<file path="src/rtl/rfb_pkg.sv">
package rfb_pkg;
  localparam int MODE_W = 5;

  localparam logic [MODE_W-1:0] MODE_USR = 5'h10;
  localparam logic [MODE_W-1:0] MODE_FIQ = 5'h11;
  localparam logic [MODE_W-1:0] MODE_IRQ = 5'h12;
  localparam logic [MODE_W-1:0] MODE_SVC = 5'h13;
  localparam logic [MODE_W-1:0] MODE_ABT = 5'h17;
  localparam logic [MODE_W-1:0] MODE_UND = 5'h1B;
  localparam logic [MODE_W-1:0] MODE_SYS = 5'h1F;

  // Bank order matters: the pair-banked modes are consecutive from BK_IRQ.
  typedef enum logic [2:0] {
    BK_USR = 3'd0,
    BK_FIQ = 3'd1,
    BK_IRQ = 3'd2,
    BK_SVC = 3'd3,
    BK_ABT = 3'd4,
    BK_UND = 3'd5
  } bank_e;

  localparam int N_SAVED      = 5;  // banks that own a saved status word
  localparam int N_PAIR_MODES = 4;  // banks that own only SP/LR copies
endpackage

</file>
<file path="src/rtl/rfb_mode_decode.sv">
module rfb_mode_decode
  import rfb_pkg::*;
(
  input  logic [MODE_W-1:0] mode,
  input  logic              user_view,
  output bank_e             bank
);
  always_comb begin
    if (user_view) begin
      bank = BK_USR;
    end else begin
      case (mode)
        MODE_FIQ: bank = BK_FIQ;
        MODE_IRQ: bank = BK_IRQ;
        MODE_SVC: bank = BK_SVC;
        MODE_ABT: bank = BK_ABT;
        MODE_UND: bank = BK_UND;
        default:  bank = BK_USR;  // user, system and unknown encodings
      endcase
    end
  end
endmodule

</file>
<file path="src/rtl/rfb_index_map.sv">
module rfb_index_map
  import rfb_pkg::*;
#(
  parameter int IDX_W   = 4,
  parameter int PHYS_W  = 5,
  parameter int FIQ_LO  = 8,
  parameter int PAIR_LO = 13
) (
  input  bank_e              bank,
  input  logic [IDX_W-1:0]   idx,
  output logic [PHYS_W-1:0]  phys
);
  localparam int NUM_LOG  = 2 ** IDX_W;
  localparam int PC_IDX   = NUM_LOG - 1;
  localparam int FIQ_CNT  = PC_IDX - FIQ_LO;
  localparam int PAIR_CNT = PC_IDX - PAIR_LO;

  always_comb begin
    phys = PHYS_W'(idx);
    if (int'(idx) != PC_IDX) begin
      if (bank == BK_FIQ && int'(idx) >= FIQ_LO) begin
        phys = PHYS_W'(NUM_LOG + int'(idx) - FIQ_LO);
      end else if (bank != BK_USR && bank != BK_FIQ && int'(idx) >= PAIR_LO) begin
        phys = PHYS_W'(NUM_LOG + FIQ_CNT
                       + (int'(bank) - int'(BK_IRQ)) * PAIR_CNT
                       + int'(idx) - PAIR_LO);
      end
    end
  end
endmodule

</file>
<file path="src/rtl/rfb_gpr_store.sv">
module rfb_gpr_store #(
  parameter int DATA_W   = 32,
  parameter int NUM_PHYS = 31,
  parameter int PHYS_W   = 5,
  parameter int N_RD     = 2
) (
  input  logic                         clk,
  input  logic                         rst_n,
  input  logic [N_RD-1:0][PHYS_W-1:0]  rd_addr,
  output logic [N_RD-1:0][DATA_W-1:0]  rd_data,
  input  logic                         wr_en,
  input  logic [PHYS_W-1:0]            wr_addr,
  input  logic [DATA_W-1:0]            wr_data
);
  logic [NUM_PHYS-1:0][DATA_W-1:0] regs;

  always_ff @(posedge clk or negedge rst_n) begin
    if (!rst_n) begin
      regs <= '0;
    end else if (wr_en && wr_addr < PHYS_W'(NUM_PHYS)) begin
      regs[wr_addr] <= wr_data;
    end
  end

  for (genvar p = 0; p < N_RD; p++) begin : g_rd
    assign rd_data[p] = (rd_addr[p] < PHYS_W'(NUM_PHYS)) ? regs[rd_addr[p]] : '0;
  end

  // the written word holds the new value from the next cycle on
  assert_write_lands_R11: assert property (@(posedge clk) disable iff (!rst_n)
    wr_en |=> regs[$past(wr_addr)] == $past(wr_data));

  // no storage word changes without a write
  assert_hold_without_write_R2: assert property (@(posedge clk) disable iff (!rst_n)
    !wr_en |=> $stable(regs));

  // every mapped address lands inside the physical array
  assert_addr_in_range_R4: assert property (@(posedge clk) disable iff (!rst_n)
    wr_en |-> wr_addr < PHYS_W'(NUM_PHYS));
endmodule

</file>
<file path="src/rtl/rfb_status_store.sv">
module rfb_status_store
  import rfb_pkg::*;
#(
  parameter int DATA_W = 32
) (
  input  logic              clk,
  input  logic              rst_n,
  input  bank_e             bank,
  input  logic              spsr_we,
  input  logic [DATA_W-1:0] spsr_wd,
  output logic [DATA_W-1:0] spsr_rd,
  input  logic              cpsr_we,
  input  logic [DATA_W-1:0] cpsr_wd,
  output logic [DATA_W-1:0] cpsr_rd
);
  localparam int SLOT_W = $clog2(N_SAVED);

  logic [N_SAVED-1:0][DATA_W-1:0] saved;
  logic [DATA_W-1:0]              cur;
  logic [SLOT_W-1:0]              slot;
  logic                           has_saved;

  assign has_saved = (bank != BK_USR);
  assign slot      = SLOT_W'(int'(bank) - 1);

  always_ff @(posedge clk or negedge rst_n) begin
    if (!rst_n) begin
      saved <= '0;
      cur   <= '0;
    end else begin
      if (spsr_we && has_saved && slot < SLOT_W'(N_SAVED)) saved[slot] <= spsr_wd;
      if (cpsr_we) cur <= cpsr_wd;
    end
  end

  assign spsr_rd = (has_saved && slot < SLOT_W'(N_SAVED)) ? saved[slot] : '0;
  assign cpsr_rd = cur;

  // a saved-status write in the user bank changes nothing
  assert_user_spsr_ignored_R10: assert property (@(posedge clk) disable iff (!rst_n)
    (spsr_we && bank == BK_USR) |=> $stable(saved));

  // a write in an exception bank reaches that bank's own word
  assert_spsr_write_lands_R9: assert property (@(posedge clk) disable iff (!rst_n)
    (spsr_we && bank != BK_USR) |=> saved[$past(slot)] == $past(spsr_wd));

  // the current status word only moves on its enable
  assert_cpsr_hold_R12: assert property (@(posedge clk) disable iff (!rst_n)
    !cpsr_we |=> $stable(cur));
endmodule

</file>
<file path="src/rtl/banked_regfile.sv">
module banked_regfile
  import rfb_pkg::*;
#(
  parameter int DATA_W  = 32,
  parameter int IDX_W   = 4,
  parameter int FIQ_LO  = 8,
  parameter int PAIR_LO = 13
) (
  input  logic              clk,
  input  logic              rst_n,
  input  logic [4:0]        mode_i,
  input  logic              user_view_i,
  input  logic [IDX_W-1:0]  rd_a_idx_i,
  output logic [DATA_W-1:0] rd_a_data_o,
  input  logic [IDX_W-1:0]  rd_b_idx_i,
  output logic [DATA_W-1:0] rd_b_data_o,
  input  logic              wr_en_i,
  input  logic [IDX_W-1:0]  wr_idx_i,
  input  logic [DATA_W-1:0] wr_data_i,
  input  logic              spsr_wr_en_i,
  input  logic [DATA_W-1:0] spsr_wr_data_i,
  output logic [DATA_W-1:0] spsr_rd_data_o,
  input  logic              cpsr_wr_en_i,
  input  logic [DATA_W-1:0] cpsr_wr_data_i,
  output logic [DATA_W-1:0] cpsr_rd_data_o
);
  localparam int NUM_LOG  = 2 ** IDX_W;
  localparam int PC_IDX   = NUM_LOG - 1;
  localparam int FIQ_CNT  = PC_IDX - FIQ_LO;
  localparam int PAIR_CNT = PC_IDX - PAIR_LO;
  localparam int NUM_PHYS = NUM_LOG + FIQ_CNT + N_PAIR_MODES * PAIR_CNT;
  localparam int PHYS_W   = $clog2(NUM_PHYS);
  localparam int N_PORTS  = 3;  // two reads, one write

  bank_e bank;
  logic [N_PORTS-1:0][IDX_W-1:0]  port_idx;
  logic [N_PORTS-1:0][PHYS_W-1:0] port_phys;
  logic [1:0][PHYS_W-1:0]         rd_addr;
  logic [1:0][DATA_W-1:0]         rd_data;

  rfb_mode_decode u_decode (
    .mode      (mode_i),
    .user_view (user_view_i),
    .bank      (bank)
  );

  assign port_idx = {wr_idx_i, rd_b_idx_i, rd_a_idx_i};

  for (genvar p = 0; p < N_PORTS; p++) begin : g_map
    rfb_index_map #(
      .IDX_W(IDX_W), .PHYS_W(PHYS_W), .FIQ_LO(FIQ_LO), .PAIR_LO(PAIR_LO)
    ) u_map (
      .bank (bank),
      .idx  (port_idx[p]),
      .phys (port_phys[p])
    );
  end

  assign rd_addr = {port_phys[1], port_phys[0]};

  rfb_gpr_store #(
    .DATA_W(DATA_W), .NUM_PHYS(NUM_PHYS), .PHYS_W(PHYS_W), .N_RD(2)
  ) u_gpr (
    .clk     (clk),
    .rst_n   (rst_n),
    .rd_addr (rd_addr),
    .rd_data (rd_data),
    .wr_en   (wr_en_i),
    .wr_addr (port_phys[2]),
    .wr_data (wr_data_i)
  );

  assign rd_a_data_o = rd_data[0];
  assign rd_b_data_o = rd_data[1];

  rfb_status_store #(.DATA_W(DATA_W)) u_status (
    .clk     (clk),
    .rst_n   (rst_n),
    .bank    (bank),
    .spsr_we (spsr_wr_en_i),
    .spsr_wd (spsr_wr_data_i),
    .spsr_rd (spsr_rd_data_o),
    .cpsr_we (cpsr_wr_en_i),
    .cpsr_wd (cpsr_wr_data_i),
    .cpsr_rd (cpsr_rd_data_o)
  );

  // user view always forces the user bank
  assert_user_view_bank_R8: assert property (@(posedge clk) disable iff (!rst_n)
    user_view_i |-> bank == BK_USR);

  // the program counter index maps to one word in every mode
  assert_pc_common_R3: assert property (@(posedge clk) disable iff (!rst_n)
    (int'(wr_idx_i) == PC_IDX) |-> (int'(port_phys[2]) == PC_IDX));
endmodule

</file>
<file path="config.mk">
export PLATFORM = sky130hd
export DESIGN_NAME = banked_regfile
export DESIGN_NICKNAME = d
export VERILOG_FILES = /design/src/rtl/rfb_pkg.sv /design/src/rtl/rfb_mode_decode.sv /design/src/rtl/rfb_index_map.sv /design/src/rtl/rfb_gpr_store.sv /design/src/rtl/rfb_status_store.sv /design/src/rtl/banked_regfile.sv
export SDC_FILE = /design/constraint.sdc
export NUM_CORES = 2
export LEC_CHECK = 0
export BUFFER_PORTS_ARGS = -buffer_cell sky130_fd_sc_hd__clkbuf_2
export CAP_MARGIN = 15
export CELL_PAD_IN_SITES_DETAIL_PLACEMENT = 2
export CELL_PAD_IN_SITES_GLOBAL_PLACEMENT = 2
export CORE_MARGIN = 3
export CORE_UTILIZATION = 42
export DETAILED_ROUTE_END_ITERATION = 8
export PLACE_DENSITY = 0.91
export SLEW_MARGIN = 15
export SYNTH_ARGS = -nofsm -noshare
export SYNTH_HDL_FRONTEND = slang
export SYNTH_SLANG_ARGS = --single-unit
</file>
<file path="constraint.sdc">
create_clock -name clk -period 7 [get_ports clk]
set_clock_uncertainty 0.05 [all_clocks]
set_input_delay 0.35 -clock clk [delete_from_list [all_inputs] [get_ports clk]]
set_output_delay 0.35 -clock clk [all_outputs]
set_load 0.01 [all_outputs]
</file>
After elaboration in Yosys (flattened, before gate mapping)
Index checks and enable logic that the tools add are counted.
- output and inout bits: 128
- logic and storage cells: 118
- register bits: 1184
- bits of input ports: 119
- $lt $le $gt $ge: 16
- equal/unequal tests: 10
- multiplexer cells: 26
- $add $sub $neg: 15
- reductions and logical operators: 14
- operators with widths (operator ; number):
    $bwmux W992 ; 1
    $bmux W32 S5 ; 2
    $mux W32 ; 8
    $bwmux W160 ; 1
    $demux W32 S5 ; 1
    $bmux W32 S3 ; 1
    $demux W32 S3 ; 1
    $mux W5 ; 9
    $sub A5 B5 Y5 const B ; 6
    $eq A5 B5 Y1 const B ; 5
    $ge A4 B4 Y1 const B ; 6
    $lt A5 B6 Y1 const B ; 3
    $add A5 B4 Y5 const A ; 3
    $add A5 B5 Y5 ; 3
    $lt A5 B5 Y1 const B ; 3
    $pmux W3 S5 ; 1
    $logic_and A1 B1 Y1 ; 13
    $ne A4 B1 Y1 const B ; 3
    $add A5 B5 Y5 const A ; 1
    $ge A5 B1 Y1 const B ; 1
    $lt A3 B4 Y1 const B ; 1
    $sub A3 B2 Y4 const B ; 1
    $eq A3 B1 Y1 const B ; 1
    $ge A3 B1 Y1 const B ; 1
    other kinds (5) ; 5

Depth between registers and ports, before layout
- depth in word-level cells: 15
- gate-level depth with buffers: 20
- gate-level depth less buffers: 16

Modules after synthesis
A second synthesis with hierarchy kept.
- cells, all modules: 4345
- area, all modules: 62292.2 sq um
- modules (own cells, without submodules) (module ; instances ; area each (sq um) ; cells each ; sequential area each (sq um)):
    rfb_gpr_store ; 1 ; 52907.0 ; 3675 ; 24823.8
    rfb_status_store ; 1 ; 8678.3 ; 573 ; 4804.6
    rfb_index_map ; 3 ; 217.7 ; 30 ; 0.0
    rfb_mode_decode ; 1 ; 53.8 ; 7 ; 0.0

Worst setup path after synthesis
No wires, ideal clock.
- path kind: input port to output port
- start: in mode_i[2]
- end: out rd_b_data_o[29]
- data required time: 6600 ps
- stages: 20
- setup slack: 1662 ps
- data arrival time: 4938 ps
- cells stage by stage: nor3b_1 > and3_1 > buf_2 > buf_1 > ha_1 > clkbuf_1 > clkbuf_1 > xor2_1 > ha_1 > inv_1 > fa_1 > o211ai_1 > o21a_1 > a21oi_2 > nor2_1 > nand2_1 > clkbuf_1 > o22ai_1 > o41ai_1 > o41ai_1
- cells in the longest elaborated chain, start to end: 13
- elaborated cells between the ends (all ways): 24
- those cells by class: add/sub: 4; order compare: 1; eq/ne: 7; mux: 8; reduce/logical: 4
- ends and longest elaborated chain (what ; RTL line ; RTL):
    start: declaration ; banked_regfile.sv:11 ; input logic [4:0] mode_i,
    $eq A5 B5 Y1 ; rfb_mode_decode.sv:12 ; case (mode)
    $pmux W3 S5 (*) ; rfb_mode_decode.sv:12 ;
    $mux W3 (*) ; rfb_mode_decode.sv:9 ; if (user_view) begin
    $sub A3 B2 Y4 ; rfb_index_map.sv:25 ; + (int'(bank) - int'(BK_IRQ)) * PAIR_CNT
    $add A5 B5 Y5 ; rfb_index_map.sv:25 ;
    $add A5 B5 Y5 ; rfb_index_map.sv:26 ; + int'(idx) - PAIR_LO);
    $sub A5 B5 Y5 ; rfb_index_map.sv:26 ;
    $mux W5 ; rfb_index_map.sv:23 ; end else if (bank != BK_USR && bank != BK_FIQ && int'(idx) >= PAIR_LO) begin
    $mux W5 (*) ; rfb_index_map.sv:21 ; if (bank == BK_FIQ && int'(idx) >= FIQ_LO) begin
    $mux W5 (*) ; rfb_index_map.sv:20 ; if (int'(idx) != PC_IDX) begin
    $bmux W32 S5 ; rfb_gpr_store.sv:26 ; assign rd_data[p] = (rd_addr[p] < PHYS_W'(NUM_PHYS)) ? regs[rd_addr[p]] : '0;
    $mux W32 (implied by the code) ; rfb_gpr_store.sv:26 ;
    $mux W32 (*) ; rfb_gpr_store.sv:26 ;
    end: declaration ; banked_regfile.sv:16 ; output logic [DATA_W-1:0] rd_b_data_o,
Mark *: on every way between the ends. The rest lies on a longest branch, timed or not. The select of a mux whose other input is x is not followed.

Worst setup path after layout
- start: in mode_i[2]
- end: out rd_b_data_o[18]
The elaborated chain is that of the path after synthesis.

==> results.py <==
metrics = {
    "outcome": {
        "outcome": "finished, violations left",
        "violations": "DRC, capacitance limit, slew limit, setup timing",
    },
    "layout": {
        "area_growth_pct": 14.7,
        "seq_area_sq_um": 29600,
        "drive_gt1_share_pct": 35.0,
        "design_area_sq_um": 72100,
        "fillerInstances": 14320,
        "multiInputGateArea_sq_um": 31400,
        "final_cells": 7861,
        "fin_util_pct": 48.7,
        "final_nets": 5918,
    },
    "pwr": {
        "vdd_ir_drop_max_uv": 279,
        "leakage_nw": 32.0,
        "cellPowerDensity_nw_per_um2": 298,
    },
    "min_path": {
        "hp-class": "input pin to asynchronous set/reset pin",
    },
    "timing": {
        "relSlewSlack_pct": -4.42,
        "fmax_mhz": 141,
        "drv_slew": 12,
        "finalWorstSetupSlack_ns": -0.0789,
        "hold_viol": 0,
        "finalCritPeriodShare_pct": 101,
        "tightest_slew_ns": 1.56,
        "setup_viol": 3,
        "finalCriticalPeriod_ns": 7.08,
        "hold_ws_ns": 0.0728,
    },
    "floorplanning": {
        "start_util_pct": 42.4,
        "die_w_microns": 393,
        "dieArea_sq_um": 154000,
        "core_area_sq_um": 148000,
        "die_y_microns": 393,
        "fp-row-count": 141,
        "boundaryPins": 247,
    },
    "critical_path": {
        "critical_path_class": "input pin to output port",
        "cpPeakStageDelay_ns": 1.05,
        "crit_path_cell_trace": "clkbuf_2 > nor3b_1 > nand3b_1 > ha_2 > xor2_1 > ha_1 > inv_1 > fa_1 > o211ai_1 > o21a_1 > a21oi_2 > buf_4 > nor2_2 > nand2_1 > buf_4 > a21oi_1 > nor4_1 > a211oi_1 > clkbuf_2",
        "critPathRequiredTime_ns": 6.60,
        "cp-end-kind": "output port",
        "start_kind": "input pin",
        "cp.arrival_ns": 6.68,
        "r2r_end": "u_gpr.regs[669]$_DFFE_PN0P_",
        "rrSetupSlack_ns": 5.81,
        "r2r-start": "u_gpr.regs[669]$_DFFE_PN0P_",
        "reg2reg_depth": 1,
        "critPathMaxFanout": 9,
        "slowest_stage": "nor4_1",
    },
    "clocking": {
        "cts.sinks": 1184,
        "h-tree-depth": 4,
        "cts_tree": "done",
        "clockBufferDepth": 3,
        "post_cts_buffers": 0,
        "insertion_delay_ns": 0.84,
        "cts.clk_slew.worst_paths_ns": 0.06,
        "numCtsBuffers": 139,
        "clockRootBuffer": "clkbuf_16",
    },
    "logic_synthesis": {
        "ys.warnings.count": 0,
        "synth_area_leader_cell": "dfrtp_1",
        "yosysSeqAreaShare_pct": 47.1,
        "synth_top_area_share_pct": 47.1,
        "syn-num-nets": 5822,
        "ys_ff_latch": 1184,
        "synth_area_sq_um": 62900,
        "synth_edf_count": 0,
        "synth.top_cells.by_area": "dfrtp_1 (47%), mux2_2 (22%), nand2_1 (6.8%)",
        "netlist_instances": 5685,
        "synth-main-ff-cell": "dfrtp_1",
        "syn_avg_cell_area_sq_um": 11.1,
        "synth_cell_types": 67,
        "async_flop_share_pct": 100,
    },
    "global_route": {
        "antenna_found_initial": 43,
        "grt_pass1_vias": 65681,
        "grt_pass1_wl_mm": 511,
        "gr-total-overflow": 0,
        "grtUsageTotal_pct": 46.1,
        "grt_max_degree": 166,
    },
    "routing": {
        "drc_errors": 5,
        "detail_route.wl_per_cell_microns": 46.5,
        "dr_total_vias": 60340,
        "viasPerCell": 7.68,
        "antenna_left": 0,
        "first_pass_iters": 9,
        "drt-total-wl_mm": 366,
        "drt_iter0_markers": 9281,
    },
    "placed_design": {
        "dpl_cell_area_sq_um": 66400,
        "place_congestion": 0.881,
        "dp.cells": 7494,
        "hpwl_mm": 186,
        "port_buffers": 246,
    },
    "run": {
        "cap_violations": 1,
    },
}
[area by class of cell]
class / instances / area share [%]
timing repair buffer: 489 / 5.18
clock inverter: 44 / 0.909
antenna: 39 / 0.135
multi-input combinational: 3951 / 43.6
inverter: 16 / 0.0902
tap: 1930 / 3.35
sequential: 1184 / 41.1
clock buffer: 208 / 5.68
[worst max-delay path: cells and delay by family]
kind                       cells  cell delay [ns]
buffers and inverters          5             1.04
and+or+nand+nor                5             2.46
xor gates and xnor gates       1             0.30
adders and majority gates      3             1.39
AOI/OAI and AO/OA              5             1.12
[layer usage]
| layer | GRT usage (%) | vias to the layer above | wire length (microns) |
|---|---|---|---|
| met4 | 41.6 | 30 | 41800 |
| met5 | 0.383 | - | 402 |
| met3 | 18.6 | 2744 | 47200 |
| met1 | 50.8 | 30523 | 119000 |
| li1 | - | 20803 | - |
| met2 | 68.4 | 6240 | 157000 |
[state kept, by name (all words and copies together) (netlist names)]
signal,flops
u_status.cpsr_rd,32
u_status.saved,160
u_gpr.regs,992
[placed cells by master (no fill, tap or decap), drive strengths merged, types with 68 or more instances in the layout]
cell type	instances
dfrtp	1184
mux2	1251
clkbuf	451
and3	95
a31oi	117
nand2	1132
nor2	70
mux2i	172
o22ai	68
a21oi	127
nand3	250
buf	181
mux4	123
[worst max path at each step]
stage	startpoint	end	slack (ns)
2_1_floorplan	mode_i[2]	rd_b_data_o[29]	1.66
3_3_place_gp	mode_i[2]	rd_a_data_o[26]	0.97
3_5_place_dp	mode_i[2]	rd_a_data_o[19]	0.58
4_1_cts	mode_i[2]	rd_a_data_o[19]	0.33
5_1_grt	mode_i[2]	rd_b_data_o[18]	-0.06
6_report	mode_i[2]	rd_b_data_o[18]	-0.08
[cells by family after synthesis]
| group | synth area share [%] |
|---|---|
| AOI/OAI and AO/OA | 7.32 |
| xor gates and xnor gates | 0.195 |
| adders and majority gates | 0.394 |
| buffers and inverters | 3.65 |
| DFF | 47.1 |
| muxes | 29.5 |
| and+or+nand+nor | 11.8 |
[synth_stat cells, types with 5 or more instances]
cell / number
a311oi_1: 53
clkbuf_1: 330
and2_1: 5
mux2_1: 42
a32o_1: 30
a32oi_1: 33
a22oi_1: 63
a221oi_1: 36
a211oi_1: 32
a31oi_1: 117
a21oi_1: 126
mux2i_1: 172
buf_4: 8
nor3_1: 10
mux4_2: 123
inv_1: 15
xor2_1: 7
nor2b_1: 9
nor2_1: 65
buf_1: 59
mux2_2: 1209
and3_1: 95
or3_1: 21
dfrtp_1: 1184
xnor2_1: 7
o22ai_1: 68
o21ai_0: 39
nand4_1: 51
o211ai_1: 35
nand2b_1: 7
ha_1: 15
nand3_1: 250
nor4_1: 43
nand2_1: 1132
buf_2: 138
[report_power, final]
group / switching [mW] / internal (mW)
logic: 2.75 / 1.65
registers: 1.13 / 7.78
clock network: 3.71 / 4.44
[stage by stage]
step                power [mW]  setup TNS, ns  worst slack, ns
finish                    21.5         -0.165          -0.0789
global route              21.8        -0.0567          -0.0567
CTS                       20.9              0            0.335
detailed placement        12.5              0            0.575
global placement          12.0              0            0.968
floorplan                 10.7              0             1.66
[repair_timing]
| action | in CTS | in global routing |
|---|---|---|
| gates resized for setup | 0 | 7 |
| hold buffers | 65 | 0 |
| endpoints found under the setup margin | 0 | 5 |
| hold endpoints to repair | 256 | 0 |
Power figures use the tool's default switching activity.
